--- config.mk ---
export PLATFORM = sky130hd
export DESIGN_NAME = bank_stack_core
export DESIGN_NICKNAME = d
export VERILOG_FILES = /design/src/rtl/bsc_pkg.sv /design/src/rtl/bsc_status.sv /design/src/rtl/bsc_addr.sv /design/src/rtl/bsc_ram.sv /design/src/rtl/bank_stack_core.sv
export SDC_FILE = /design/constraint.sdc
export NUM_CORES = 1
export LEC_CHECK = 0
export BUFFER_PORTS_ARGS = -buffer_cell sky130_fd_sc_hd__buf_2
export CORE_UTILIZATION = 56
export CTS_BUF_LIST = sky130_fd_sc_hd__clkbuf_4
export DETAILED_ROUTE_END_ITERATION = 10
export PLACE_DENSITY = 0.76
export SLEW_MARGIN = 20
export SYNTH_ARGS = -nofsm -noshare
export SYNTH_HDL_FRONTEND = slang
export SYNTH_HIERARCHICAL = 1
export SYNTH_SLANG_ARGS = --single-unit
--- constraint.sdc ---
create_clock -name clk -period 4.85 [get_ports clk]
set_clock_uncertainty 0.1 [all_clocks]
set_input_delay 0.97 -clock clk [delete_from_list [all_inputs] [get_ports clk]]
set_output_delay 0.97 -clock clk [all_outputs]
set_load 0.01 [all_outputs]
--- src/rtl/bsc_pkg.sv ---
package bsc_pkg;
  localparam int unsigned PC_W      = 12;
  localparam int unsigned HI_W      = 4;
  localparam int unsigned SP_W      = 3;
  localparam int unsigned SEL_W     = 3;
  localparam int unsigned DATA_W    = 8;
  localparam int unsigned LEVELS    = 1 << SP_W;
  localparam int unsigned PTR_REGS  = 2;
  localparam int unsigned BANKS     = 2;
  typedef logic [DATA_W-1:0] byte_t;
endpackage

--- src/rtl/bsc_status.sv ---
module bsc_status
  import bsc_pkg::*;
(
  input  logic             clk,
  input  logic             rst,
  input  logic             push,
  input  logic             pop,
  input  logic             pop_psw,
  input  logic             psw_we,
  input  byte_t            psw_in,
  input  logic             bank_set,
  input  logic             bank_val,
  input  logic [HI_W-1:0]  restore_hi,
  output logic [SP_W-1:0]  sp,
  output logic [HI_W-1:0]  hi_bits,
  output byte_t            psw_out
);
  logic [SP_W-1:0] sp_q;
  logic [HI_W-1:0] hi_q;
  logic            restore_q;

  always_ff @(posedge clk) begin
    if (rst) begin
      sp_q      <= '0;
      hi_q      <= '0;
      restore_q <= 1'b0;
    end else begin
      restore_q <= pop & pop_psw;
      if (psw_we) begin
        hi_q <= psw_in[7:4];
        sp_q <= psw_in[SP_W-1:0];
      end else if (bank_set) begin
        hi_q[0] <= bank_val;
      end else if (push) begin
        sp_q <= sp_q + 1'b1;
      end else if (pop) begin
        sp_q <= sp_q - 1'b1;
      end
      if (restore_q) hi_q <= restore_hi;
    end
  end

  assign sp      = sp_q;
  assign hi_bits = hi_q;
  assign psw_out = {hi_q, 1'b1, sp_q};

  a_r6_push_increments: assert property (@(posedge clk) disable iff (rst)
    (push && !restore_q) |=> (sp_q == $past(sp_q) + 1'b1));
  a_r7_pop_decrements: assert property (@(posedge clk) disable iff (rst)
    (pop && !restore_q) |=> (sp_q == $past(sp_q) - 1'b1));
  a_r3_bank_follows: assert property (@(posedge clk) disable iff (rst)
    (bank_set && !restore_q) |=> (psw_out[4] == $past(bank_val)));
  a_r10_plain_pop_keeps_flags: assert property (@(posedge clk) disable iff (rst)
    (pop && !pop_psw && !restore_q) |=> $stable(hi_q));
endmodule

--- src/rtl/bsc_addr.sv ---
module bsc_addr
  import bsc_pkg::*;
#(
  parameter int AW         = 6,
  parameter int BANK1_BASE = 24,
  parameter int STACK_BASE = 8,
  localparam int LAW       = AW - 1
) (
  input  logic             clk,
  input  logic             rst,
  input  logic             bank,
  input  logic [SP_W-1:0]  sp,
  input  logic [HI_W-1:0]  hi_bits,
  input  logic             acc_en,
  input  logic             acc_ind,
  input  logic [SEL_W-1:0] acc_sel,
  input  logic             acc_we,
  input  byte_t            acc_wdata,
  input  logic             push,
  input  logic             pop,
  input  logic [PC_W-1:0]  pc_in,
  output logic [LAW-1:0]   lane_idx,
  output logic             we_even,
  output logic             we_odd,
  output byte_t            wd_even,
  output byte_t            wd_odd,
  output logic             rd_en,
  output logic             acc_odd
);
  byte_t           ptr_q [BANKS][PTR_REGS];
  logic [AW-1:0]   bank_base;
  logic [AW-1:0]   acc_addr;
  logic [SP_W-1:0] sp_eff;
  logic            acc_wr;

  always_comb begin
    bank_base = bank ? AW'(BANK1_BASE) : '0;
    if (acc_ind) acc_addr = ptr_q[bank][acc_sel[0]][AW-1:0];
    else         acc_addr = bank_base + AW'(acc_sel);
    sp_eff = push ? sp : sp - 1'b1;
    if (push || pop) lane_idx = LAW'(STACK_BASE / 2) + LAW'(sp_eff);
    else             lane_idx = acc_addr[AW-1:1];
    acc_wr  = acc_en & acc_we;
    we_even = push | (acc_wr & ~acc_addr[0]);
    we_odd  = push | (acc_wr & acc_addr[0]);
    wd_even = push ? pc_in[7:0] : acc_wdata;
    wd_odd  = push ? {hi_bits, pc_in[PC_W-1:8]} : acc_wdata;
    rd_en   = pop | (acc_en & ~acc_we);
    acc_odd = acc_addr[0];
  end

  // Shadow copies of the pointer registers, kept write-through with the RAM
  always_ff @(posedge clk) begin
    if (rst) begin
      for (int b = 0; b < BANKS; b++)
        for (int i = 0; i < PTR_REGS; i++)
          ptr_q[b][i] <= '0;
    end else if (acc_wr) begin
      for (int b = 0; b < BANKS; b++)
        for (int i = 0; i < PTR_REGS; i++)
          if (acc_addr == AW'(b * BANK1_BASE + i)) ptr_q[b][i] <= acc_wdata;
    end
  end

  a_r6_stack_window: assert property (@(posedge clk) disable iff (rst)
    (push || pop) |-> (lane_idx >= LAW'(STACK_BASE / 2)) &&
                      (lane_idx <  LAW'(STACK_BASE / 2 + LEVELS)));
  a_r2_bank1_window: assert property (@(posedge clk) disable iff (rst)
    (acc_en && !acc_ind && bank) |-> (acc_addr >= AW'(BANK1_BASE)) &&
                                     (acc_addr <  AW'(BANK1_BASE + 8)));
endmodule

--- src/rtl/bsc_ram.sv ---
module bsc_ram
  import bsc_pkg::*;
#(
  parameter int LAW   = 5,
  localparam int DEPTH = 1 << LAW
) (
  input  logic           clk,
  input  logic           rst,
  input  logic [LAW-1:0] idx,
  input  logic           rd_en,
  input  logic           we_even,
  input  logic           we_odd,
  input  byte_t          wd_even,
  input  byte_t          wd_odd,
  output byte_t          rd_even,
  output byte_t          rd_odd
);
  logic  [1:0] we_l;
  byte_t       wd_l [2];
  byte_t       rd_l [2];

  assign we_l    = {we_odd, we_even};
  assign wd_l[0] = wd_even;
  assign wd_l[1] = wd_odd;

  for (genvar g = 0; g < 2; g++) begin : g_lane
    byte_t mem [DEPTH];
    byte_t rd_q;
    always_ff @(posedge clk) begin
      if (we_l[g]) mem[idx] <= wd_l[g];
    end
    always_ff @(posedge clk) begin
      if (rst)        rd_q <= '0;
      else if (rd_en) rd_q <= mem[idx];
    end
    assign rd_l[g] = rd_q;
  end

  assign rd_even = rd_l[0];
  assign rd_odd  = rd_l[1];
endmodule

--- src/rtl/bank_stack_core.sv ---
module bank_stack_core
  import bsc_pkg::*;
#(
  parameter int RAM_BYTES  = 64,
  parameter int BANK1_BASE = 24,
  parameter int STACK_BASE = 8,
  localparam int AW        = $clog2(RAM_BYTES),
  localparam int LAW       = AW - 1
) (
  input  logic        clk,
  input  logic        rst,
  input  logic        acc_en,
  input  logic        acc_ind,
  input  logic [2:0]  acc_sel,
  input  logic        acc_we,
  input  logic [7:0]  acc_wdata,
  output logic [7:0]  acc_rdata,
  input  logic        push,
  input  logic        pop,
  input  logic        pop_psw,
  input  logic [11:0] pc_in,
  output logic [11:0] pc_out,
  input  logic        bank_set,
  input  logic        bank_val,
  input  logic        psw_we,
  input  logic [7:0]  psw_in,
  output logic [7:0]  psw_out
);
  logic [SP_W-1:0] sp;
  logic [HI_W-1:0] hi_bits;
  logic [LAW-1:0]  lane_idx;
  logic            we_even, we_odd, rd_en, acc_odd, odd_q;
  byte_t           wd_even, wd_odd, rd_even, rd_odd;

  bsc_status u_status (
    .clk, .rst, .push, .pop, .pop_psw, .psw_we, .psw_in,
    .bank_set, .bank_val,
    .restore_hi (rd_odd[7:4]),
    .sp, .hi_bits, .psw_out
  );

  bsc_addr #(.AW(AW), .BANK1_BASE(BANK1_BASE), .STACK_BASE(STACK_BASE)) u_addr (
    .clk, .rst,
    .bank (hi_bits[0]),
    .sp, .hi_bits, .acc_en, .acc_ind, .acc_sel, .acc_we, .acc_wdata,
    .push, .pop, .pc_in, .lane_idx, .we_even, .we_odd, .wd_even, .wd_odd,
    .rd_en, .acc_odd
  );

  bsc_ram #(.LAW(LAW)) u_ram (
    .clk, .rst, .idx (lane_idx), .rd_en, .we_even, .we_odd,
    .wd_even, .wd_odd, .rd_even, .rd_odd
  );

  always_ff @(posedge clk) begin
    if (rst)                     odd_q <= 1'b0;
    else if (acc_en && !acc_we)  odd_q <= acc_odd;
  end

  assign acc_rdata = odd_q ? rd_odd : rd_even;
  assign pc_out    = {rd_odd[PC_W-9:0], rd_even};

  a_r7_one_request: assert property (@(posedge clk) disable iff (rst)
    $onehot0({acc_en, push, pop, bank_set, psw_we}));
  a_r6_push_both_lanes: assert property (@(posedge clk) disable iff (rst)
    push |-> (we_even && we_odd && !rd_en));
endmodule

# Yosys cells after proc, flatten, opt, wreduce, memory -nomap -nowiden
# Memories as Yosys holds them, arrays and structs flattened. A register that Yosys moved wholly into a read port is not among the register bits.
# Index checks and enable logic that the tools add are counted.
[classes] addsub=4 multipliers=0 div=0 order_cmp=1 eq_ne=4 shift=0 muxes=46 n_bitwise=15 n_reduce_logical=8
[op_table] operator="2-to-1 mux 8 bit" n=7
[op_table] operator="2-to-1 mux 1 bit" n=26
[op_table] operator="2-to-1 mux 6 bit" n=4
[op_table] operator="2-to-1 mux 3 bit" n=6
[op_table] operator="== test 6 x 5 -> 1 bit (second input constant)" n=2
[op_table] operator="2-to-1 mux 5 bit" n=2
[op_table] operator="bitwise OR 1 bit" n=7
[op_table] operator="adder 6 x 3 -> 6 bit" n=1
[op_table] operator="== test 6 x 1 -> 1 bit (second input constant)" n=1
[op_table] operator="logical NOT 6 bit" n=1
[op_table] operator="nonzero test 3 bit" n=2
[op_table] operator="bitwise AND 1 bit" n=5
[op_table] operator="adder 3 x 3 -> 4 bit (first input constant)" n=1
[op_table] operator="2-to-1 mux 4 bit" n=1
[op_table] operator="adder 3 x 1 -> 3 bit (second input constant)" n=1
[op_table] operator="subtractor 3 x 1 -> 3 bit (second input constant)" n=1
[op_table] operator="greater-or-equal comparator 2 bit (second input constant)" n=1
[op_table] operator="inequality test 2 x 1 -> 1 bit (second input constant)" n=1
[op_table] operator="inverter 1 bit" n=2
[op_table] operator="inverter 1 -> 2 bit" n=1
[op_table] operator="AND reduction 2 bit" n=1
[op_table] operator="nonzero test 2 bit" n=1
[op_table] operator="logical AND 1 bit" n=1
[op_table] operator="logical NOT 1 bit" n=1
[op_table] operator="logical OR 1 bit" n=1
[word_totals] register_bits=9 latchBits=0 ramBits=544 romBits=0 input_bits=42 out_inout_bits=28 elab_cells=86 n_memories=3
[memory_table] memory="u_ram.g_lane[0].mem" words=32 word_bits=8 rd=1 rd_clocked_by_memory_dff=1 wr=1 line="bsc_ram.sv:27" text="byte_t mem [DEPTH];"
[memory_table] memory="u_ram.g_lane[1].mem" words=32 word_bits=8 rd=1 rd_clocked_by_memory_dff=1 wr=1 line="bsc_ram.sv:27"
[memory_table] memory="u_addr.ptr_q" words=2 word_bits=16 rd=1 rd_clocked_by_memory_dff=1 wr=2 line="bsc_addr.sv:30" text="byte_t ptr_q [BANKS][PTR_REGS];"

# Logic depth before layout (Yosys ltp)
# Gate-level depths: netlist of run 1.
[logic_depth] ltp_word=11 depth_mapped=14 ltp_nobuf=10

# By module
# Netlist of run 1, hierarchy kept.
[by_module_without_submodules] module="bsc_ram" n_inst=1 cells_each=993 area_per_inst_um2=20350.8 seq_area_each_um2=15695.1
[by_module_without_submodules] module="bsc_addr" n_inst=1 cells_each=166 area_per_inst_um2=1614.0 seq_area_each_um2=720.7
[by_module_without_submodules] module="bsc_status" n_inst=1 cells_each=53 area_per_inst_um2=491.7 seq_area_each_um2=160.2
[by_module_without_submodules] module="bank_stack_core" n_inst=1 cells_each=14 area_per_inst_um2=180.2 seq_area_each_um2=20.0

# Least setup slack after synthesis of run 1
# No wires, ideal clock.
[synth_path] kind="input to register" startpoint="in acc_sel[0]" endpoint="mem u_ram/g_lane[0].mem[20][0] in the netlist's numbering (enable)" setup_ns=0.370 t_arrival_ns=3.458 t_required_ns=4.380 slack_ns=0.922 cell_stages=12 path_buffers=5 path_cell_list="clkbuf_1 mux4_2 mux2_2 o21ai_0 nand2_1 buf_2 buf_4 buf_2 buf_2 inv_1 nand3_1 nor2_1"
[synth_via] elab_cells_between_ends=12 cone_classes="add/sub: 1; mux: 7; bitwise: 4"
[synth_rtl] item="start: declaration" line="bank_stack_core.sv:14" text="input logic [2:0] acc_sel,"
[synth_rtl] item="parallel branches: the longest is 4 deep, another holds adder 6 x 3 -> 6 bit"
[synth_rtl] item="2-to-1 mux 6 bit *" line="bsc_addr.sv:38" text="if (acc_ind) acc_addr = ptr_q[bank][acc_sel[0]][AW-1:0];"
[synth_rtl] item="2-to-1 mux 5 bit *" line="bsc_addr.sv:41" text="if (push || pop) lane_idx = LAW'(STACK_BASE / 2) + LAW'(sp_eff);"
[synth_rtl] item="net lane_idx[1]" line="bank_stack_core.sv:31" text="logic [LAW-1:0] lane_idx;"
[synth_rtl] item="end: declaration" line="bsc_ram.sv:27"
# Mark *: on every way through the listed nets, which the timed path passes. The select of a mux whose other input is x is not followed.

# Worst setup path in the final report of run 1
[layout_path] startpoint="reg u_status.hi_q[0], in the netlist u_status/hi_bits[0]" endpoint="reg u_ram.g_lane[0].rd_q[7], in the netlist u_ram/rd_even[7] (read register of u_ram.g_lane[0].mem)"
[layout_via] elab_chain_cells=4
[layout_rtl] item="start: declaration" line="bsc_status.sv:19" text="logic [HI_W-1:0] hi_q;"
[layout_rtl] item="start signal: assignment" line="bsc_status.sv:30" text="hi_q <= psw_in[7:4];"
[layout_rtl] item="start signal: assignment" line="bsc_status.sv:33" text="hi_q[0] <= bank_val;"
[layout_rtl] item="start signal: assignment" line="bsc_status.sv:39" text="if (restore_q) hi_q <= restore_hi;"
[layout_rtl] item="2-to-1 mux 5 bit" line="bsc_addr.sv:37" text="bank_base = bank ? AW'(BANK1_BASE) : '0;"
[layout_rtl] item="adder 6 x 3 -> 6 bit" line="bsc_addr.sv:39" text="else acc_addr = bank_base + AW'(acc_sel);"
[layout_rtl] item="2-to-1 mux 6 bit" line="bsc_addr.sv:38"
[layout_rtl] item="2-to-1 mux 5 bit" line="bsc_addr.sv:41"
[layout_rtl] item="end: declaration" line="bsc_ram.sv:28" text="byte_t rd_q;"
# No other way between the ends.
# A chain may end at the register's enable or synchronous reset.

==> run_results.csv, run 1 <==
group,metric,value,unit
critical_path,arrival,4.54,ns
finish,layout_common_cells,"edfxtp_1 (536), clkbuf_4 (210), mux4_2 (98)",
clock_tree,cts_tree,"done",
clock_tree,cts_htree_levels,4,
critical_path,cp_max_fo,32,
sta,tightest_slew,1.11,ns
clock_tree,cts_sinks,561,
detailed_routing,drc,0,
sta,hold_violations,0,
critical_path,endpoint_kind,"flop",
floorplanning,design.core.area,0.0398,mm^2
sta,relSlewSlack,0.259,
floorplanning,start_util,0.568,
finish,syn2layout_area_growth,14.4,%
grt,grt_overflow,0,
critical_path,r2r_cells,9,
sta,finalCriticalPeriod,3.98,ns
synth,yosys_register_bits,561,
finish,final_cell_count_no_fill,2076,
floorplanning,dieArea,0.0412,mm^2
synth,ys_types,69,
synth,synthSimpleGateAreaFrac,0.0544,
synth,syn-num-nets,1270,
sta,maxSlewViolCount,0,
critical_path,worstSetupStartpointType,"flop",
status,status,"completed",
clock_tree,cts_root_buf,"clkbuf_4",
sta,finalCritPeriodShare,0.820,
sta,fin_setup_tns,0,ns
floorplanning,rows,73,
place,pre_cts_slack,0.458,ns
synth,synth_fa_ha_area_frac,0.00144,
sta,rsz0062_at_grt,"no",
grt,antenna_found_initial,1,
min_path,min_path_cells,3,
detailed_routing,wl_per_cell,25.0,um
power_and_ir_drop,powerDensity,418,mW/mm^2
synth,syn_area,0.0226,mm^2
clock_tree,post_cts_resized,0,
finish,utilization,0.650,
synth,ys_seq_area_frac,0.733,
place,portBuffers,67,
clock_tree,insertion_delay,0.84,ns
sta,setup_ws,0.872,ns
detailed_routing,viasPerCell,6.10,
grt,grt_pass1_wl,78100,um
power_and_ir_drop,ir_drop,0.184,mV
place,post-place-cells,1830,
grt,grt_pass1_vias,12900,
synth,yosysWarningCount,6,
detailed_routing,drt-pass1-iter-count,6,
sta,setup_viol_count_final,0,
clock_tree,clk_pin_slew,0.07,ns
synth,avgSynthCellArea,18.5,um^2
grt,grt_max_degree,62,
detailed_routing,postRouteAntennaNets,0,
place,place_hpwl,33200,um
clock_tree,cts_setup_buffers,0,
detailed_routing,dr.first_iter.drc_count,1606,
finish,drive_above_1_share,0.340,
detailed_routing,via_count,12700,
synth,synth_top_family_by_area,"multiplexers",
synth,synth_compound_area_frac,0.0490,
synth,synth-xor-area-share,0.000387,
synth,ys_async_sr_fraction,0,
clock_tree,cts.path.max_buffers,3,
synth,synthCells,1226,
sta,max_freq,251,MHz
critical_path,critPathKind,"flop to flop",
flow_run,cap_violations,0,
clock_tree,cts_made_buffers,138,
finish,fin_nets,1489,
power_and_ir_drop,leakagePower,8.82,nW
floorplanning,ios,70,
floorplanning,die_h,203,um
synth,synth-edff-count,536,
floorplanning,die_width,203,um
critical_path,worstPathRequired,5.42,ns
synth,synthFlopType,"edfxtp_1",
synth,muxShareOfSynthArea,0.140,
clock_tree,cts_hold_repair.buffers,0,
grt,grt_use_total,0.261,
finish,layout_commonest_cell,"edfxtp_1",
detailed_routing,routed_wirelength,51900,um
place,place_congestion,0.867,
min_path,min_path_type,"input port to flop",
report_power, final:
group,switching [mW],total (mW),internal [mW]
Combinational,0.683,1.11,0.431
Clock,1.81,4.21,2.40
Sequential,0.0634,5.51,5.45
registers in the layout, summed over array words and instances (netlist names):
name	flops
u_status/restore_q	1
u_ram/g_lane.mem	512
u_addr/ptr_q	24
u_status/sp	3
u_ram/rd_odd	8
u_status/hi_bits	4
odd_q	1
u_ram/rd_even	8
metrics by stage:
stage / hold slack, ns / total power [mW] / instance area [um^2]
after floorplan: 0.362 / 6.31 / 22600
after global placement: 0.426 / 6.69 / 23900
after detailed placement: 0.434 / 6.72 / 23900
after CTS: 0.214 / 10.9 / 25900
after global routing: 0.246 / 11.2 / 25900
final: 0.284 / 10.8 / 25900
worst paths after layout:
path	startpoint	endpoint	slack (ns)
max reg2reg	u_status/hi_bits[0]	u_ram/rd_even[7]	0.87
min reg2reg	u_ram/rd_even[0]	u_ram/rd_even[0]	0.44
min	pop_psw	u_status/restore_q	0.28
max	u_status/hi_bits[0]	u_ram/rd_even[7]	0.87
final cells by class:
| cell class | instances | area, um^2 |
|---|---|---|
| Sequential cell | 561 | 16600 |
| Inverter | 7 | 26.3 |
| Timing Repair Buffer | 158 | 1060 |
| Clock buffer | 210 | 1580 |
| Tap cell | 525 | 657 |
| Antenna cell | 1 | 2.50 |
| Clock inverter | 35 | 360 |
| Fill cell | 2681 | 13900 |
| Multi-Input combinational cell | 579 | 5620 |
synth_stat cells, types with 3 or more instances:
library cell,n,share of area
nand3_1,9,0.0020
buf_4,20,0.0066
inv_1,6,0.00099
a22oi_1,21,0.0070
and3b_1,3,0.0012
o221ai_1,14,0.0054
nand2b_1,20,0.0055
nor4_1,8,0.0022
dfxtp_1,25,0.022
mux2_4,8,0.0053
a31oi_1,7,0.0019
buf_6,8,0.0040
a21oi_1,7,0.0015
clkbuf_1,24,0.0040
o21bai_1,11,0.0036
o21ai_0,14,0.0031
nor2_1,89,0.015
o22a_1,3,0.0012
nand4bb_1,4,0.0020
buf_2,23,0.0051
a22o_1,15,0.0058
o22ai_1,11,0.0030
buf_1,4,0.00066
and2_1,10,0.0028
nor3_1,17,0.0038
a311oi_1,6,0.0023
mux2i_1,74,0.033
nand3b_1,8,0.0027
mux2_1,3,0.0015
edfxtp_1,536,0.71
a21o_1,3,0.00099
nor2b_1,7,0.0019
a211oi_1,15,0.0050
mux4_2,98,0.098
mux2_2,6,0.0030
nand2_1,48,0.0080
layer usage:
metal,track usage,vias up,part of all wire
met4,0.122,0,0.034
met2,0.416,738,0.49
met1,0.344,6313,0.38
li1,-,5514,-
met5,0,-,0
met3,0.0589,99,0.094
cells by family (layout without fill, tap and decap cells):
group,Yosys count,in the layout
multiplexers,189,189
AND/OR/NAND/NOR,240,240
adder cells (fa/ha/maj),2,2
other,1,2
buffers and inverters,86,410
XOR/XNOR,1,1
flip-flops,561,561
AO/OA/AOI/OAI,146,146
critical path, stage by stage, from the launching register on:
cell and delay [ns]:
dfxtp_1 0.51, mux4_2 0.63, mux2_2 0.30, o21ai_0 0.30
nand2_4 0.38, buf_4 0.42, mux2i_1 0.20, o21ai_0 0.17
nor4_1 0.61, a311oi_1 0.19
No activity file was read; power rests on OpenSTA's default activity.
==> run 2: changes to the inputs <==
--- a/config.mk
+++ b/config.mk
@@ -9,7 +9,7 @@
 export CORE_UTILIZATION = 56
 export CTS_BUF_LIST = sky130_fd_sc_hd__clkbuf_4
 export DETAILED_ROUTE_END_ITERATION = 10
-export PLACE_DENSITY = 0.76
+export PLACE_DENSITY = 0.79
 export SLEW_MARGIN = 20
 export SYNTH_ARGS = -nofsm -noshare
 export SYNTH_HDL_FRONTEND = slang
==> constraint.sdc (replaced) <==
create_clock -name clk -period 3.4 [get_ports clk]
set_clock_uncertainty 0.1 [all_clocks]
set_input_delay 0.68 -clock clk [delete_from_list [all_inputs] [get_ports clk]]
set_output_delay 0.68 -clock clk [all_outputs]
set_load 0.01 [all_outputs]
==> run 2 against run 1 <==
Net effect:
- core utilization is 2.7 points higher
- first-iteration DRC count is 2.6% lower
- non-clock buffer count is 78 higher
- critical path depth is 2 higher
- cell area is 4.1% higher
- sequential share of layout area is 2.5 points lower
- critical path type unchanged
==> run_results.csv, run 2 (same netlist as run 1, synthesis figures left out) <==
group,metric,value,unit
place,place_congestion,0.912,
clock_tree,cts_made_buffers,137,
finish,utilization,0.677,
finish,fin_nets,1566,
critical_path,cp_max_fo,22,
finish,top_regs,"u_ram/g_lane.mem x512, u_addr/ptr_q x24",
floorplanning,die_h,203,um
clock_tree,insertion_delay,0.85,ns
critical_path,worstPathRequired,4.04,ns
critical_path,crit_slowest_cell,"nor2b_1",
finish,largest_reg_flops,512,
sta,rsz0062_at_grt,"no",
detailed_routing,routed_wirelength,52800,um
place,place_hpwl,34800,um
critical_path,worst_path_dominant_cell_family,"compound AO/OA/AOI/OAI gates",
finish,drive_above_1_share,0.390,
clock_tree,clk_pin_slew,0.06,ns
grt,grt_pass1_vias,13300,
critical_path,critPathKind,"flop to flop",
critical_path,r2r_setup_slack,0.08,ns
critical_path,worst_path_most_repeated_cell,"buf_4",
floorplanning,rows,73,
clock_tree,cts_tree,"done",
finish,syn2layout_area_growth,19.1,%
finish,layout_common_cells,"edfxtp_1 (536), clkbuf_4 (192), buf_4 (144)",
critical_path,critPathBufInv,4,
sta,max_freq,301,MHz
critical_path,crit_chain,"buf_4 -> buf_4 -> nand2b_1 -> o22ai_1 -> o41a_1 -> buf_12 -> buf_4 -> nor2b_1 -> a22o_1 -> o21ai_0 -> a31oi_1",
place,portBuffers,67,
detailed_routing,wl_per_cell,24.5,um
sta,maxSlewViolCount,0,
finish,final_cell_count_no_fill,2150,
power_and_ir_drop,leakagePower,9.14,nW
clock_tree,cts_htree_levels,4,
critical_path,arrival,3.96,ns
grt,antenna_found_initial,2,
detailed_routing,postRouteAntennaNets,0,
status,status,"completed",
sta,tightest_slew,0.924,ns
sta,relSlewSlack,0.381,
grt,grt_max_degree,43,
critical_path,worstSetupStartpointType,"flop",
sta,finalCriticalPeriod,3.32,ns
clock_tree,cts.path.max_buffers,3,
grt,grt_pass1_wl,78900,um
critical_path,cp-startpoint,"u_status/hi_bits[0]",
detailed_routing,viasPerCell,6.05,
finish,top_register,"u_ram/g_lane.mem",
min_path,min_path_type,"input port to flop",
detailed_routing,drt-pass1-iter-count,6,
power_and_ir_drop,powerDensity,562,mW/mm^2
flow_run,cap_violations,0,
clock_tree,cts_root_buf,"clkbuf_4",
critical_path,critical-path-max-stage-delay,0.70,ns
critical_path,reg2reg_from,"u_status/hi_bits[0]",
sta,hold_violations,0,
floorplanning,dieArea,0.0412,mm^2
finish,layout_commonest_cell,"edfxtp_1",
floorplanning,design.core.area,0.0398,mm^2
detailed_routing,via_count,13000,
critical_path,endpoint_kind,"flop",
floorplanning,die_width,203,um
clock_tree,cts_sinks,561,
grt,grt_use_total,0.265,
grt,grt_overflow,0,
detailed_routing,dr.first_iter.drc_count,1565,
floorplanning,start_util,0.568,
floorplanning,ios,70,
min_path,holdCritStartpoint,"acc_we",
power_and_ir_drop,ir_drop,0.238,mV
sta,finalCritPeriodShare,0.978,
sta,setup_viol_count_final,0,
place,post-place-cells,1904,
detailed_routing,drc,0,
run 2: cell types whose count changed in the layout (fill, tap and decap cells not counted), sizes merged:
cell and change:
clkinv +14, dlygate4sd3 +3, diode +2, clkinvlp +3, bufinv -5, buf +75
clkbuf -18
run 2: timing repair:
action	CTS	global route
endpoints found under the hold margin	3	0
gates resized for setup	1	4
hold buffers	3	0
buffers inserted	0	1
endpoints found under the setup margin	10	8
gates cloned	0	0
run 2: final cells by class:
cell class | instances | area (um^2)
well taps | 525 | 657
fillers | 2531 | 12900
inverters | 7 | 26.3
repair buffers | 236 | 1890
diodes | 3 | 7.51
multi-input cells | 579 | 6050
clock buffers | 192 | 1440
clock inverters | 47 | 287
flip-flops and latches | 561 | 16600
run 2: worst paths after layout:
check                      to  cells past startpoint
max          u_ram/rd_even[6]                     11
min                     odd_q                      3
max reg2reg  u_ram/rd_even[6]                     11
min reg2reg  u_ram/rd_even[3]                      2
run 2: worst min-delay path, stage by stage:
cell,delay (ns)
buf_2,0.12
nor2b_1,0.05
o21ai_1,0.12
run 2: through the flow:
step	TNS [ns]	hold slack [ns]	setup WS, ns	power, mW	cell area (um^2)
detailed placement	-16.35	0.408	-0.261	9.88	25200
floorplan	-0.802	0.362	-0.0320	9.09	23100
global route	0	0.0791	0.0319	15.7	27000
CTS	0	0.0350	0.0229	15.3	26900
global placement	-7.64	0.409	-0.185	9.83	25200
finish	0	0.100	0.0755	15.2	27000
run 2: power by group:
group	leakage, nW	switching (mW)	internal [mW]	total, mW
logic	3.04	1.08	0.814	1.89
clock network	1.01	2.55	2.85	5.40
registers	5.10	0.0930	7.77	7.86
total	9.14	3.73	11.4	15.2
run 2: per-layer routing:
layer / global-route usage / wire length [um] / up-vias
li1: - / - / 5669
met3: 0.0629 / 4990 / 108
met4: 0.134 / 2040 / 0
met2: 0.416 / 25700 / 718
met5: 0 / 0 / -
met1: 0.348 / 20000 / 6502
==> run 3: changes to the inputs <==
--- a/config.mk
+++ b/config.mk
@@ -9,6 +9,7 @@
 export CORE_UTILIZATION = 56
 export CTS_BUF_LIST = sky130_fd_sc_hd__clkbuf_4
 export DETAILED_ROUTE_END_ITERATION = 10
+export GPL_TIMING_DRIVEN = 0
 export PLACE_DENSITY = 0.79
 export SLEW_MARGIN = 20
 export SYNTH_ARGS = -nofsm -noshare
==> run 3 against run 2 <==
Net effect:
- the flow now finishes with violations (setup timing)
- register-to-register slack got worse by 0.08 ns
- fmax decreased by 2.4%
- critical endpoint is now u_ram/rd_odd[2]
- wire length increased by 19%
- die area unchanged
- core utilization increased by 1.7 points
==> run_results.csv, run 3 (same netlist as run 1, synthesis figures left out) <==
group,metric,value,unit
status,status,"complete, but fails checks",
status,violations,"setup timing",
critical_path,worstPathRequired,3.99,ns
power_and_ir_drop,p_int,11.9,mW
place,post-place-cells,1816,
clock_tree,cts_made_buffers,142,
finish,drive_above_1_share,0.418,
detailed_routing,viasPerCell,6.45,
sta,tightest_slew,1.18,ns
power_and_ir_drop,powerDensity,578,mW/mm^2
critical_path,r2r_cells,13,
finish,multiInputGateArea,0.00641,mm^2
grt,grt_pass1_wl,89400,um
critical_path,worstSetupStartpointType,"flop",
critical_path,critPathKind,"flop to flop",
finish,fin_nets,1544,
power_and_ir_drop,leakagePower,9.22,nW
sta,maxSlewViolCount,0,
floorplanning,rows,73,
floorplanning,design.core.area,0.0398,mm^2
finish,top_regs,"u_ram/g_lane.mem x512, u_addr/ptr_q x24",
finish,final_design_area_no_fill,0.0276,mm^2
floorplanning,start_util,0.568,
sta,finalCriticalPeriod,3.41,ns
power_and_ir_drop,clockPowerShare,0.377,
critical_path,worst_path_most_repeated_cell,"buf_6",
finish,layout_common_cells,"edfxtp_1 (536), clkbuf_4 (212), mux4_2 (98)",
min_path,holdCritStartpoint,"psw_in[1]",
finish,syn2layout_area_growth,22.1,%
finish,ff_latch_area,0.0166,mm^2
power_and_ir_drop,p_switching,4.12,mW
sta,finalCritPeriodShare,1.00,
grt,grt_pass1_vias,13800,
detailed_routing,routed_wirelength,62600,um
detailed_routing,drc,0,
clock_tree,insertion_delay,0.84,ns
sta,rsz0062_at_grt,"yes",
place,portBuffers,65,
grt,grt_use_total,0.307,
critical_path,arrival,3.99,ns
detailed_routing,postRouteAntennaNets,0,
critical_path,crit_chain,"buf_8 -> mux4_2 -> mux2_4 -> o21ai_1 -> nand2_1 -> buf_6 -> buf_12 -> buf_6 -> buf_6 -> mux2i_1 -> o221ai_1 -> a211oi_2 -> a31oi_1",
place,place_congestion,0.983,
detailed_routing,via_count,13800,
critical_path,path_depth,13,
critical_path,endpoint_kind,"flop",
critical_path,reg2reg_from,"u_status/hi_bits[0]",
min_path,min_path_type,"input port to flop",
flow_run,cap_violations,0,
critical_path,cp-startpoint,"u_status/hi_bits[0]",
power_and_ir_drop,ir_drop,0.303,mV
power_and_ir_drop,pwr-share-comb,0.130,
grt,grt_max_degree,33,
place,place_hpwl,38700,um
sta,max_freq,294,MHz
grt,grt_overflow,0,
finish,final_cell_count_no_fill,2135,
finish,layout_commonest_cell,"edfxtp_1",
floorplanning,ios,70,
place,place_area,0.0241,mm^2
min_path,min_path_cells,3,
detailed_routing,wl_per_cell,29.3,um
grt,antenna_found_initial,1,
floorplanning,dieArea,0.0412,mm^2
power_and_ir_drop,design_power_total,16.0,mW
critical_path,crit_slowest_cell,"mux4_2",
power_and_ir_drop,p_seq_frac,0.493,
floorplanning,die_h,203,um
critical_path,critPathBufInv,5,
place,pre_cts_slack,-1.69,ns
detailed_routing,dr.first_iter.drc_count,1899,
sta,setup_ws,-0.00573,ns
sta,setup_viol_count_final,1,
clock_tree,cts_sinks,561,
clock_tree,clk_pin_slew,0.07,ns
sta,hold_violations,0,
critical_path,cp_max_fo,10,
finish,top_register,"u_ram/g_lane.mem",
finish,fillers,2386,
clock_tree,cts_htree_levels,4,
critical_path,critical-path-max-stage-delay,0.55,ns
clock_tree,cts.path.max_buffers,3,
power_and_ir_drop,sw_frac_of_total,0.258,
sta,relSlewSlack,0.210,
critical_path,worst_path_dominant_cell_family,"multiplexers",
clock_tree,cts_root_buf,"clkbuf_4",
detailed_routing,drt-pass1-iter-count,6,
finish,largest_reg_flops,512,
clock_tree,cts_tree,"done",
floorplanning,die_width,203,um
==> run 3: cell types whose count changed in the layout (fill, tap and decap cells not counted), moves of 13 or more <==
cell      previous run  this run
buf_12              22        42
buf_4              144        45
buf_6                0        15
clkbuf_1             0        13
clkbuf_4           192       212
nand2_2              0        14
nor2_1              36        23
nor2_4              50        65
==> run 3: tightest hold or removal path, stage by stage <==
cell      delay (ns)
buf_2           0.10
nor2_1          0.10
a211oi_1        0.06
==> run 3: stage by stage <==
| step | TNS, ns | hold slack, ns | utilization |
|---|---|---|---|
| after CTS | 0 | 0.00872 | 0.687 |
| after global routing | -0.213 | 0.0396 | 0.694 |
| after detailed placement | -488.94 | 0.408 | 0.605 |
| final | -0.00573 | 0.0924 | 0.694 |
| after global placement | -462.07 | 0.423 | 0.605 |
| after floorplan | -0.802 | 0.362 | - |
==> run 3: cell type report <==
type | instances | area share
flip-flops and latches | 561 | 0.601
well taps | 525 | 0.0238
clock buffers | 210 | 0.0571
diodes | 1 | 0.0000906
clock inverters | 43 | 0.0128
multi-input cells | 579 | 0.232
plain buffers | 74 | 0.0226
inverters | 7 | 0.00127
repair buffers | 135 | 0.0496
==> run 3: final timing paths <==
kind / endpoint / slack [ns]
setup reg to reg: u_ram/rd_odd[2] / -0.006
hold / removal: u_status/sp[1] / 0.09
hold reg to reg: u_ram/rd_even[5] / 0.41
setup / recovery: u_ram/rd_odd[2] / -0.006
==> run 3: power by group through the flow <==
stage	clock, mW	sequential [mW]	combinational [mW]
4_1_cts	6.08	7.87	1.96
2_1_floorplan	0	7.97	1.13
3_3_place_gp	0	8.01	1.72
3_5_place_dp	0	8.02	1.76
6_report	6.03	7.87	2.08
5_1_grt	6.47	7.87	2.14
==> run 3: layer usage <==
metal,GRT usage,share of wire,vias up
met5,0,0,-
met4,0.168,0.052,0
met3,0.0754,0.12,210
met2,0.475,0.48,1074
met1,0.404,0.35,6853
li1,-,-,5636
==> run 3: timing repair <==
item / in CTS / in global routing
hold endpoints to repair: 2 / 0
hold buffers: 3 / 0
setup buffers: 56 / 10
cloned: 1 / 0
setup endpoints to repair: 528 / 306
gates resized for setup: 104 / 37
pin swaps: 55 / 14
